File: src/rtl/run_det_pkg.sv
// Package: shared index helpers for the run detector.
// Assumes the state vector is laid out as idle, then the zero-run chain,
// then the one-run chain, each chain RUN_LEN bits long.
package run_det_pkg;
    localparam int DEF_RUN_LEN = 4;

    // Bit index of the idle state.
    localparam int IDLE_IDX = 0;

    // Bit index of the zero-run state for run length k+1 (k from 0).
    function automatic int zero_idx(input int k);
        return 1 + k;
    endfunction

    // Bit index of the one-run state for run length k+1 (k from 0).
    function automatic int one_idx(input int k, input int run_len);
        return 1 + run_len + k;
    endfunction
endpackage

File: src/rtl/run_det_next.sv
// Module: next-state equations for the one-hot run detector.
// One assign per flip-flop; no case statement. Assumes RUN_LEN >= 2 and a
// one-hot current state. The idle bit has a next value of 0: only reset
// returns there.
module run_det_next
    import run_det_pkg::*;
#(
    parameter int RUN_LEN = DEF_RUN_LEN,
    localparam int NUM_ST = 2 * RUN_LEN + 1,
    localparam int Z_LO   = 1,
    localparam int Z_HI   = RUN_LEN,
    localparam int O_LO   = RUN_LEN + 1,
    localparam int O_HI   = 2 * RUN_LEN
) (
    input  logic              w,
    input  logic [NUM_ST-1:0] cur,
    output logic [NUM_ST-1:0] nxt
);
    logic in_zero_run;
    logic in_one_run;

    // Purpose: collapse each chain to a single "currently in this run" flag.
    assign in_zero_run = |cur[Z_HI:Z_LO];
    assign in_one_run  = |cur[O_HI:O_LO];

    // Purpose: idle is never re-entered except through reset.
    assign nxt[IDLE_IDX] = 1'b0;

    genvar k;
    generate
        for (k = 0; k < RUN_LEN; k++) begin : g_chain
            if (k == 0) begin : g_first
                // Purpose: a new symbol starts its chain from idle or the other chain.
                assign nxt[zero_idx(k)]         = ~w & (cur[IDLE_IDX] | in_one_run);
                assign nxt[one_idx(k, RUN_LEN)] =  w & (cur[IDLE_IDX] | in_zero_run);
            end else if (k == RUN_LEN - 1) begin : g_sat
                // Purpose: the last counter state holds itself while the run continues.
                assign nxt[zero_idx(k)] = ~w & (cur[zero_idx(k-1)] | cur[zero_idx(k)]);
                assign nxt[one_idx(k, RUN_LEN)] =
                    w & (cur[one_idx(k-1, RUN_LEN)] | cur[one_idx(k, RUN_LEN)]);
            end else begin : g_mid
                // Purpose: advance one step along the chain on an equal symbol.
                assign nxt[zero_idx(k)]         = ~w & cur[zero_idx(k-1)];
                assign nxt[one_idx(k, RUN_LEN)] =  w & cur[one_idx(k-1, RUN_LEN)];
            end
        end
    endgenerate
endmodule

File: src/rtl/run_det_state.sv
// Module: one-hot state register with synchronous active-low reset.
// The idle bit is stored in inverted sense, so a reset value of 0 on every
// flop still yields the idle code. All other bits reset to 0.
module run_det_state
    import run_det_pkg::*;
#(
    parameter int RUN_LEN = DEF_RUN_LEN,
    localparam int NUM_ST = 2 * RUN_LEN + 1
) (
    input  logic              clk,
    input  logic              rst_n,
    input  logic [NUM_ST-1:0] nxt,
    output logic [NUM_ST-1:0] cur
);
    genvar b;
    generate
        for (b = 0; b < NUM_ST; b++) begin : g_bit
            if (b == IDLE_IDX) begin : g_inv
                logic held_n;
                // Purpose: inverted-sense flop so reset forces the idle bit to 1.
                always_ff @(posedge clk) begin
                    if (!rst_n) held_n <= 1'b0;
                    else        held_n <= ~nxt[b];
                end
                assign cur[b] = ~held_n;
            end else begin : g_pos
                logic held;
                // Purpose: plain state flop cleared by reset.
                always_ff @(posedge clk) begin
                    if (!rst_n) held <= 1'b0;
                    else        held <= nxt[b];
                end
                assign cur[b] = held;
            end
        end
    endgenerate

    // exactly one state bit high at every edge out of reset.
    p_onehot_r6: assert property (@(posedge clk) disable iff (!rst_n)
        $countones(cur) == 1)
        else $error("state vector not one-hot");

    // a reset edge lands in the idle code.
    p_reset_idle_r1: assert property (@(posedge clk)
        !rst_n |=> (cur == NUM_ST'(1)))
        else $error("reset did not reach idle");
endmodule

File: src/rtl/run_det_out.sv
// Module: Moore output decode. Flag is high in either saturated run state.
// Assumes the current state is one-hot; uses no input.
module run_det_out
    import run_det_pkg::*;
#(
    parameter int RUN_LEN = DEF_RUN_LEN,
    localparam int NUM_ST = 2 * RUN_LEN + 1
) (
    input  logic [NUM_ST-1:0] cur,
    output logic              z
);
    // Purpose: OR of the two "run of RUN_LEN or more" state bits.
    assign z = cur[zero_idx(RUN_LEN-1)] | cur[one_idx(RUN_LEN-1, RUN_LEN)];
endmodule

File: src/rtl/run_det_top.sv
// Module: run-of-equal-symbols detector top.
// Samples w_i on each rising edge. z_o is high once the current run of equal
// samples reaches RUN_LEN, and overlapping runs keep it high. Synchronous
// active-low reset. state_o exposes the one-hot state.
module run_det_top
    import run_det_pkg::*;
#(
    parameter int RUN_LEN = DEF_RUN_LEN
) (
    input  logic                 clk,
    input  logic                 rst_n,
    input  logic                 w_i,
    output logic                 z_o,
    output logic [2*RUN_LEN:0]   state_o
);
    localparam int NUM_ST = 2 * RUN_LEN + 1;
    localparam int Z_SAT  = RUN_LEN;
    localparam int O_SAT  = 2 * RUN_LEN;
    localparam int Z_PRE  = RUN_LEN - 1;
    localparam int O_PRE  = 2 * RUN_LEN - 1;
    localparam int Z_ONE  = 1;
    localparam int O_ONE  = RUN_LEN + 1;

    logic [NUM_ST-1:0] cur;
    logic [NUM_ST-1:0] nxt;

    run_det_next #(.RUN_LEN(RUN_LEN)) u_next (
        .w   (w_i),
        .cur (cur),
        .nxt (nxt)
    );

    run_det_state #(.RUN_LEN(RUN_LEN)) u_state (
        .clk   (clk),
        .rst_n (rst_n),
        .nxt   (nxt),
        .cur   (cur)
    );

    run_det_out #(.RUN_LEN(RUN_LEN)) u_out (
        .cur (cur),
        .z   (z_o)
    );

    // Purpose: expose the one-hot state.
    assign state_o = cur;

    // the last missing one completes a run of ones and raises the flag.
    p_ones_run_r2: assert property (@(posedge clk) disable iff (!rst_n)
        (w_i && cur[O_PRE]) |=> z_o)
        else $error("one-run did not raise flag");

    // the last missing zero completes a run of zeros and raises the flag.
    p_zeros_run_r3: assert property (@(posedge clk) disable iff (!rst_n)
        (!w_i && cur[Z_PRE]) |=> z_o)
        else $error("zero-run did not raise flag");

    // a saturated run that continues keeps the flag high.
    p_overlap_r4: assert property (@(posedge clk) disable iff (!rst_n)
        ((w_i && cur[O_SAT]) || (!w_i && cur[Z_SAT])) |=> z_o)
        else $error("overlapping run dropped flag");

    // a symbol change restarts the count at one with the flag low.
    p_break_r5: assert property (@(posedge clk) disable iff (!rst_n)
        (w_i && cur[Z_SAT]) |=> (cur[O_ONE] && !z_o))
        else $error("zero-run break did not restart");

    p_break_b_r5: assert property (@(posedge clk) disable iff (!rst_n)
        (!w_i && cur[O_SAT]) |=> (cur[Z_ONE] && !z_o))
        else $error("one-run break did not restart");
endmodule

File: config.mk
export PLATFORM = sky130hd
export DESIGN_NAME = run_det_top
export DESIGN_NICKNAME = d
export VERILOG_FILES = /design/src/rtl/run_det_pkg.sv /design/src/rtl/run_det_next.sv /design/src/rtl/run_det_state.sv /design/src/rtl/run_det_out.sv /design/src/rtl/run_det_top.sv
export SDC_FILE = /design/constraint.sdc
export NUM_CORES = 1
export LEC_CHECK = 0
export BUFFER_PORTS_ARGS = -buffer_cell sky130_fd_sc_hd__buf_4
export CAP_MARGIN = 20
export CORE_AREA = 2 2 39 41
export CTS_CLUSTER_DIAMETER = 30
export DETAILED_ROUTE_END_ITERATION = 6
export DIE_AREA = 0 0 41 43
export SYNTH_ARGS = -nofsm -noshare
export SYNTH_HDL_FRONTEND = slang
export SYNTH_SLANG_ARGS = --single-unit
File: constraint.sdc
create_clock -name clk -period 0.8 [get_ports clk]
set_input_delay 0 -clock clk [delete_from_list [all_inputs] [get_ports clk]]
set_output_delay 0 -clock clk [all_outputs]
set_load 0.01 [all_outputs]
==> results.toml, run 1 <==
[run_status]
status = "finished with violations"
violations = "negative setup slack"

[drt]
route.detailed.drc = 0
wl_microns = 568
dr.pass1.iters = 2
wl_per_cell_microns = 9.02
ant_nets = 0
drt-vias-per-instance = 3.84
vias = 242
drtIter0Drc = 4

[cts]
cts_made_buffers = 3
clk_pin_slew_ns = 0.06
clkSinkCount = 9
ctsRootBufferMaster = "clkbuf_4"
htree_levels = 1
cts_tree = "yes"
clk_path_buf_depth = 2
clock_latency_ns = 0.26

[grt]
grt_pass1_vias = 213
grt_pass1_wl_microns = 910
grt_overflow = 0
grtUsageTotal_pct = 8.67
grt_antenna_before_repair = 0
grt_max_degree = 6

[worst_setup_path]
r2r_slack_ns = 0.04
critPathKind = "flip-flop to output pin"
arrival_ns = 0.91
end_kind = "output pin"
startpoint_type = "flip-flop"
cp_data_required_time_ns = 0.80
r2r-start = "u_state.g_bit[8].g_pos.held"
r2r_cells = 3
r2r_end = "u_state.g_bit[1].g_pos.held"
path_max_fanout = 2

[placement]
place.gp.congestion = 0.690
hpwl_microns = 371
place_inst = 54
numPortBuffers = 12
pre_cts_slack_ns = 0.0899
dpl-instance-area_sq_um = 389

[synthesis]
ys_warn_count = 0
synth_top_area_share_pct = 53.1
syn_avg_cell_area_sq_um = 9.97
synthDistinctLibCells = 10
syn_nets = 37
synth-seq-area-share_pct = 53.1
synth_area_leader_cell = "dfxtp_1"
netlist_area_sq_um = 339
synth_area_leaders = "dfxtp_1 (53%), buf_4 (18%), nor2_1 (7.7%)"
ys_ff_latch = 9
syn_inst = 34

[power_and_ir_drop]
clockPowerShare_pct = 38.7
swShare_pct = 21.2
switching_power_uw = 187
p_seq_share_pct = 53.0
powerDensity_nw_per_um2 = 1810
p_leak_uw = 0.000229
ir_drop_v = 0.000967
p_int_uw = 694
p_comb_share_pct = 8.3

[sta]
fin_worst_skew_ns = 0.00216
slew_headroom_pct = 90.9
finalSetupViolations = 2
finalCritPeriodShare_pct = 114
tightestPinTransition_ns = 0.136
final-max-slew-violation-count = 0
hold_viol_final = 0
rsz0062_at_grt = "true"
timing.setup.tns_ns = -0.131
timing.fmax_mhz = 1090
period_needed_ns = 0.914
fin_ws_ns = -0.114

[floorplan]
core_area_sq_um = 1380
die-area_sq_um = 1760
placementRows = 14
initial_core_util_pct = 24.5
die_h_microns = 43
die_x_microns = 41
pin_count = 13

[cells_and_area]
most-common-layout-cells = "buf_4 (11), nor2_1 (6), dfxtp_1 (5)"
antenna_cells = 0
post-route-util_pct = 35.1
final_nets = 51
stdcell_count = 63
drive_gt1_share_pct = 55.3
layout_commonest_cell = "buf_4"
postLayoutCellArea_sq_um = 485
syn_to_final_growth_pct = 43.2

[min_path]
hold_depth = 2
hold_end = "u_state.g_bit[0].g_inv.held_n"
hold_start = "rst_n"
hold_path_class = "primary input to flip-flop"

[job]
max_cap_viol_count = 0
[synthesized netlist by cell type]
cell type  n
a31oi_1    1
a41oi_2    1
and3_1     2
buf_4      8
dfxtp_1    9
inv_1      3
nand2_2    1
nand2b_4   1
nor2_1     7
or2_1      1
[layout make-up]
type | count | area, sq um
clock buffer | 4 | 26.3
fill | 141 | 898
inverter | 3 | 11.3
multi-input combinational | 14 | 95.1
sequential | 9 | 185
tap | 16 | 20.0
timing repair buffer | 17 | 148
[per-stage QoR]
step,total power (uW),hold WS (ns)
after floorplan,513,0.0277
final,881,0.450
after global placement,536,0.163
after detailed placement,535,0.160
after global routing,938,0.437
after CTS,901,0.436
[per-layer routing]
metal | part of all wire [%] | vias to the layer above | global-route usage (%)
li1 | - | 126 | -
met1 | 46 | 102 | 10.4
met2 | 41 | 12 | 8.44
met3 | 11 | 2 | 7.85
met4 | 1.4 | 0 | 8.00
met5 | 0 | - | 0
[worst max-delay path: stages, from the launching register on]
cell and delay [ns]:
dfxtp_2 0.31, or2_1 0.22, buf_6 0.12
[kinds of logic (layout without fill, tap and decap cells)]
| group | count (synthesis) | count (layout) | synth area share, % |
|---|---|---|---|
| flops | 9 | 9 | 53.1 |
| compound gates | 2 | 2 | 6.64 |
| buf+inv | 11 | 24 | 21.0 |
| simple gates | 12 | 12 | 19.2 |
[flip-flops by register name, indices dropped and copies added, names as in the netlist]
| register | cells |
|---|---|
| u_state.g_bit.g_pos.held | 8 |
| u_state.g_bit.g_inv.held_n | 1 |
[power groups by stage]
stage | Clock (uW) | Sequential, uW | Combinational [uW]
after global routing | 391 | 467 | 79.8
after global placement | 0 | 477 | 58.5
after floorplan | 0 | 475 | 37.7
final | 341 | 466 | 73.3
after detailed placement | 0 | 477 | 58.7
after CTS | 365 | 467 | 68.2
[worst max path at each step]
stage / from / end / slack, ns / depth (start not counted)
floorplan: u_state.g_bit[4].g_pos.held / u_state.g_bit[5].g_pos.held / 0.11 / 2
global placement: u_state.g_bit[4].g_pos.held / u_state.g_bit[5].g_pos.held / 0.09 / 2
detailed placement: u_state.g_bit[4].g_pos.held / u_state.g_bit[5].g_pos.held / 0.09 / 2
CTS: u_state.g_bit[4].g_pos.held / z_o / -0.13 / 2
global route: u_state.g_bit[4].g_pos.held / z_o / -0.15 / 2
finish: u_state.g_bit[4].g_pos.held / z_o / -0.11 / 2
[what timing repair did]
action | in CTS | in global routing
gates resized for setup | 8 | 2
endpoints found under the hold margin | 5 | 0
endpoints found under the setup margin | 2 | 5
setup buffers | 2 | 1
pin swaps | 1 | 2
hold buffers | 2 | 0
No activity file was read; power rests on OpenSTA's default activity.
==> inputs of run 2 (changes only) <==
--- a/config.mk
+++ b/config.mk
@@ -11,6 +11,8 @@
 export CTS_CLUSTER_DIAMETER = 30
 export DETAILED_ROUTE_END_ITERATION = 6
 export DIE_AREA = 0 0 41 43
+export PLACE_DENSITY = 0.46
+export RECOVER_POWER = 100
 export SYNTH_ARGS = -nofsm -noshare
 export SYNTH_HDL_FRONTEND = slang
 export SYNTH_SLANG_ARGS = --single-unit
==> results.toml, run 2 (synthesized netlist as in run 1, its figures left out) <==
[cts]
clk_path_buf_depth = 2
ctsRootBufferMaster = "clkbuf_4"
clk_pin_slew_ns = 0.06
cts_made_buffers = 3
htree_levels = 1
clkSinkCount = 9
cts_tree = "yes"
clock_latency_ns = 0.26

[sta]
rsz0062_at_grt = "true"
hold_viol_final = 0
final-max-slew-violation-count = 0
slew_headroom_pct = 82.3
fin_worst_skew_ns = 0.00517
finalCritPeriodShare_pct = 115
finalSetupViolations = 3
period_needed_ns = 0.916
fin_ws_ns = -0.116
timing.fmax_mhz = 1090
tightestPinTransition_ns = 0.266

[placement]
numPortBuffers = 12
hpwl_microns = 403
place_inst = 54
dpl-instance-area_sq_um = 389
place.gp.congestion = 0.686

[min_path]
hold_start = "u_state.g_bit[0].g_inv.held_n"
hold_path_class = "flip-flop to flip-flop"

[worst_setup_path]
cp_data_required_time_ns = 0.80
r2r-start = "u_state.g_bit[4].g_pos.held"
startpoint_type = "flip-flop"
critical_path.startpoint = "u_state.g_bit[4].g_pos.held"
arrival_ns = 0.92
path_max_fanout = 2
critPathKind = "flip-flop to output pin"
end_kind = "output pin"

[floorplan]
pin_count = 13
die_x_microns = 41
placementRows = 14
die_h_microns = 43
initial_core_util_pct = 24.5
core_area_sq_um = 1380
die-area_sq_um = 1760

[drt]
dr.pass1.iters = 2
wl_per_cell_microns = 8.44
met2_length_microns = 251
dr_wl_met3_microns = 43
met1_length_microns = 219
ant_nets = 0
top_layer = "met4"
drtIter0Drc = 1
wl_microns = 523
drt-vias-per-instance = 3.98
vias = 247
route.detailed.drc = 0

[cells_and_area]
multiInputGateArea_sq_um = 97.6
top_regs = "u_state.g_bit.g_pos.held x8, u_state.g_bit.g_inv.held_n x1"
top_register = "u_state.g_bit.g_pos.held"
drive_gt1_share_pct = 43.5
most-common-layout-cells = "clkbuf_1 (6), dfxtp_1 (6), nor2_1 (5)"
largest_reg_flops = 8
antenna_cells = 0
final_nets = 50
postLayoutCellArea_sq_um = 460
stdcell_count = 62
regArea_sq_um = 184
fillers = 150
syn_to_final_growth_pct = 35.8

[grt]
grt_overflow = 0
grt_pass1_wl_microns = 814
grt_max_degree = 6
grt_antenna_before_repair = 0
grtUsageTotal_pct = 7.24
grt_pass1_vias = 224

[power_and_ir_drop]
ir_drop_v = 0.000575
p_leak_uw = 0.000203
p_total_uw = 873
powerDensity_nw_per_um2 = 1900

[run_status]
violations = "negative setup slack"
status = "finished with violations"

[job]
max_cap_viol_count = 0
run 2: cell count changes in the layout (fill, tap and decap cells not counted):
cell,change
buf_4,-7
clkbuf_1,+5
clkbuf_4,+1
dfxtp_1,+1
dfxtp_2,-1
nor2_1,-1
nor2_2,+1
run 2: final timing paths:
path                            endpoint  slack, ns  depth (start not counted)
max                                  z_o      -0.12                          2
min          u_state.g_bit[1].g_pos.held       0.45                          1
max reg2reg  u_state.g_bit[5].g_pos.held       0.03                          3
min reg2reg  u_state.g_bit[1].g_pos.held       0.45                          1
run 2: worst max-delay path, cell delays in order, from the launching register on:
cell     delay [ns]
dfxtp_2        0.31
or2_1          0.23
buf_6          0.12
run 2: repair_timing:
item | 4_1_cts | 5_1_grt
gates resized for setup | 8 | 2
endpoints found under the setup margin | 2 | 6
buffers inserted | 2 | 1
endpoints found under the hold margin | 2 | 0
pin swaps | 1 | 1
hold buffers | 2 | 0
run 2: power breakdown:
part | total, uW | switching [uW] | leakage, uW | internal, uW
combinational | 60.4 | 29.3 | 0.000114 | 31.0
clock | 345 | 153 | 0.0000150 | 192
sequential | 467 | 7.19 | 0.0000744 | 460
run 2: final cells by class:
cell class / count / area share [%]
multi-input combinational: 14 / 21.2
inverter: 3 / 2.45
clock buffer: 4 / 5.71
tap: 16 / 4.35
timing repair buffer: 16 / 26.4
sequential: 9 / 39.9
run 2: stage by stage:
| stage | hold slack, ns | util [%] | setup TNS, ns | setup slack, ns |
|---|---|---|---|---|
| 5_1_grt | 0.464 | 33.3 | -0.607 | -0.146 |
| 2_1_floorplan | 0.0277 | - | 0 | 0.112 |
| 3_5_place_dp | 0.162 | 28.1 | 0 | 0.0833 |
| 3_3_place_gp | 0.161 | 28.1 | 0 | 0.0962 |
| 4_1_cts | 0.427 | 34.1 | -0.149 | -0.125 |
| 6_report | 0.448 | 33.3 | -0.155 | -0.116 |
run 2: layer usage:
| layer | track usage (%) | up-vias |
|---|---|---|
| met4 | 8.00 | 0 |
| met1 | 7.77 | 109 |
| met2 | 9.38 | 11 |
| li1 | - | 125 |
| met5 | 0 | - |
| met3 | 3.14 | 2 |
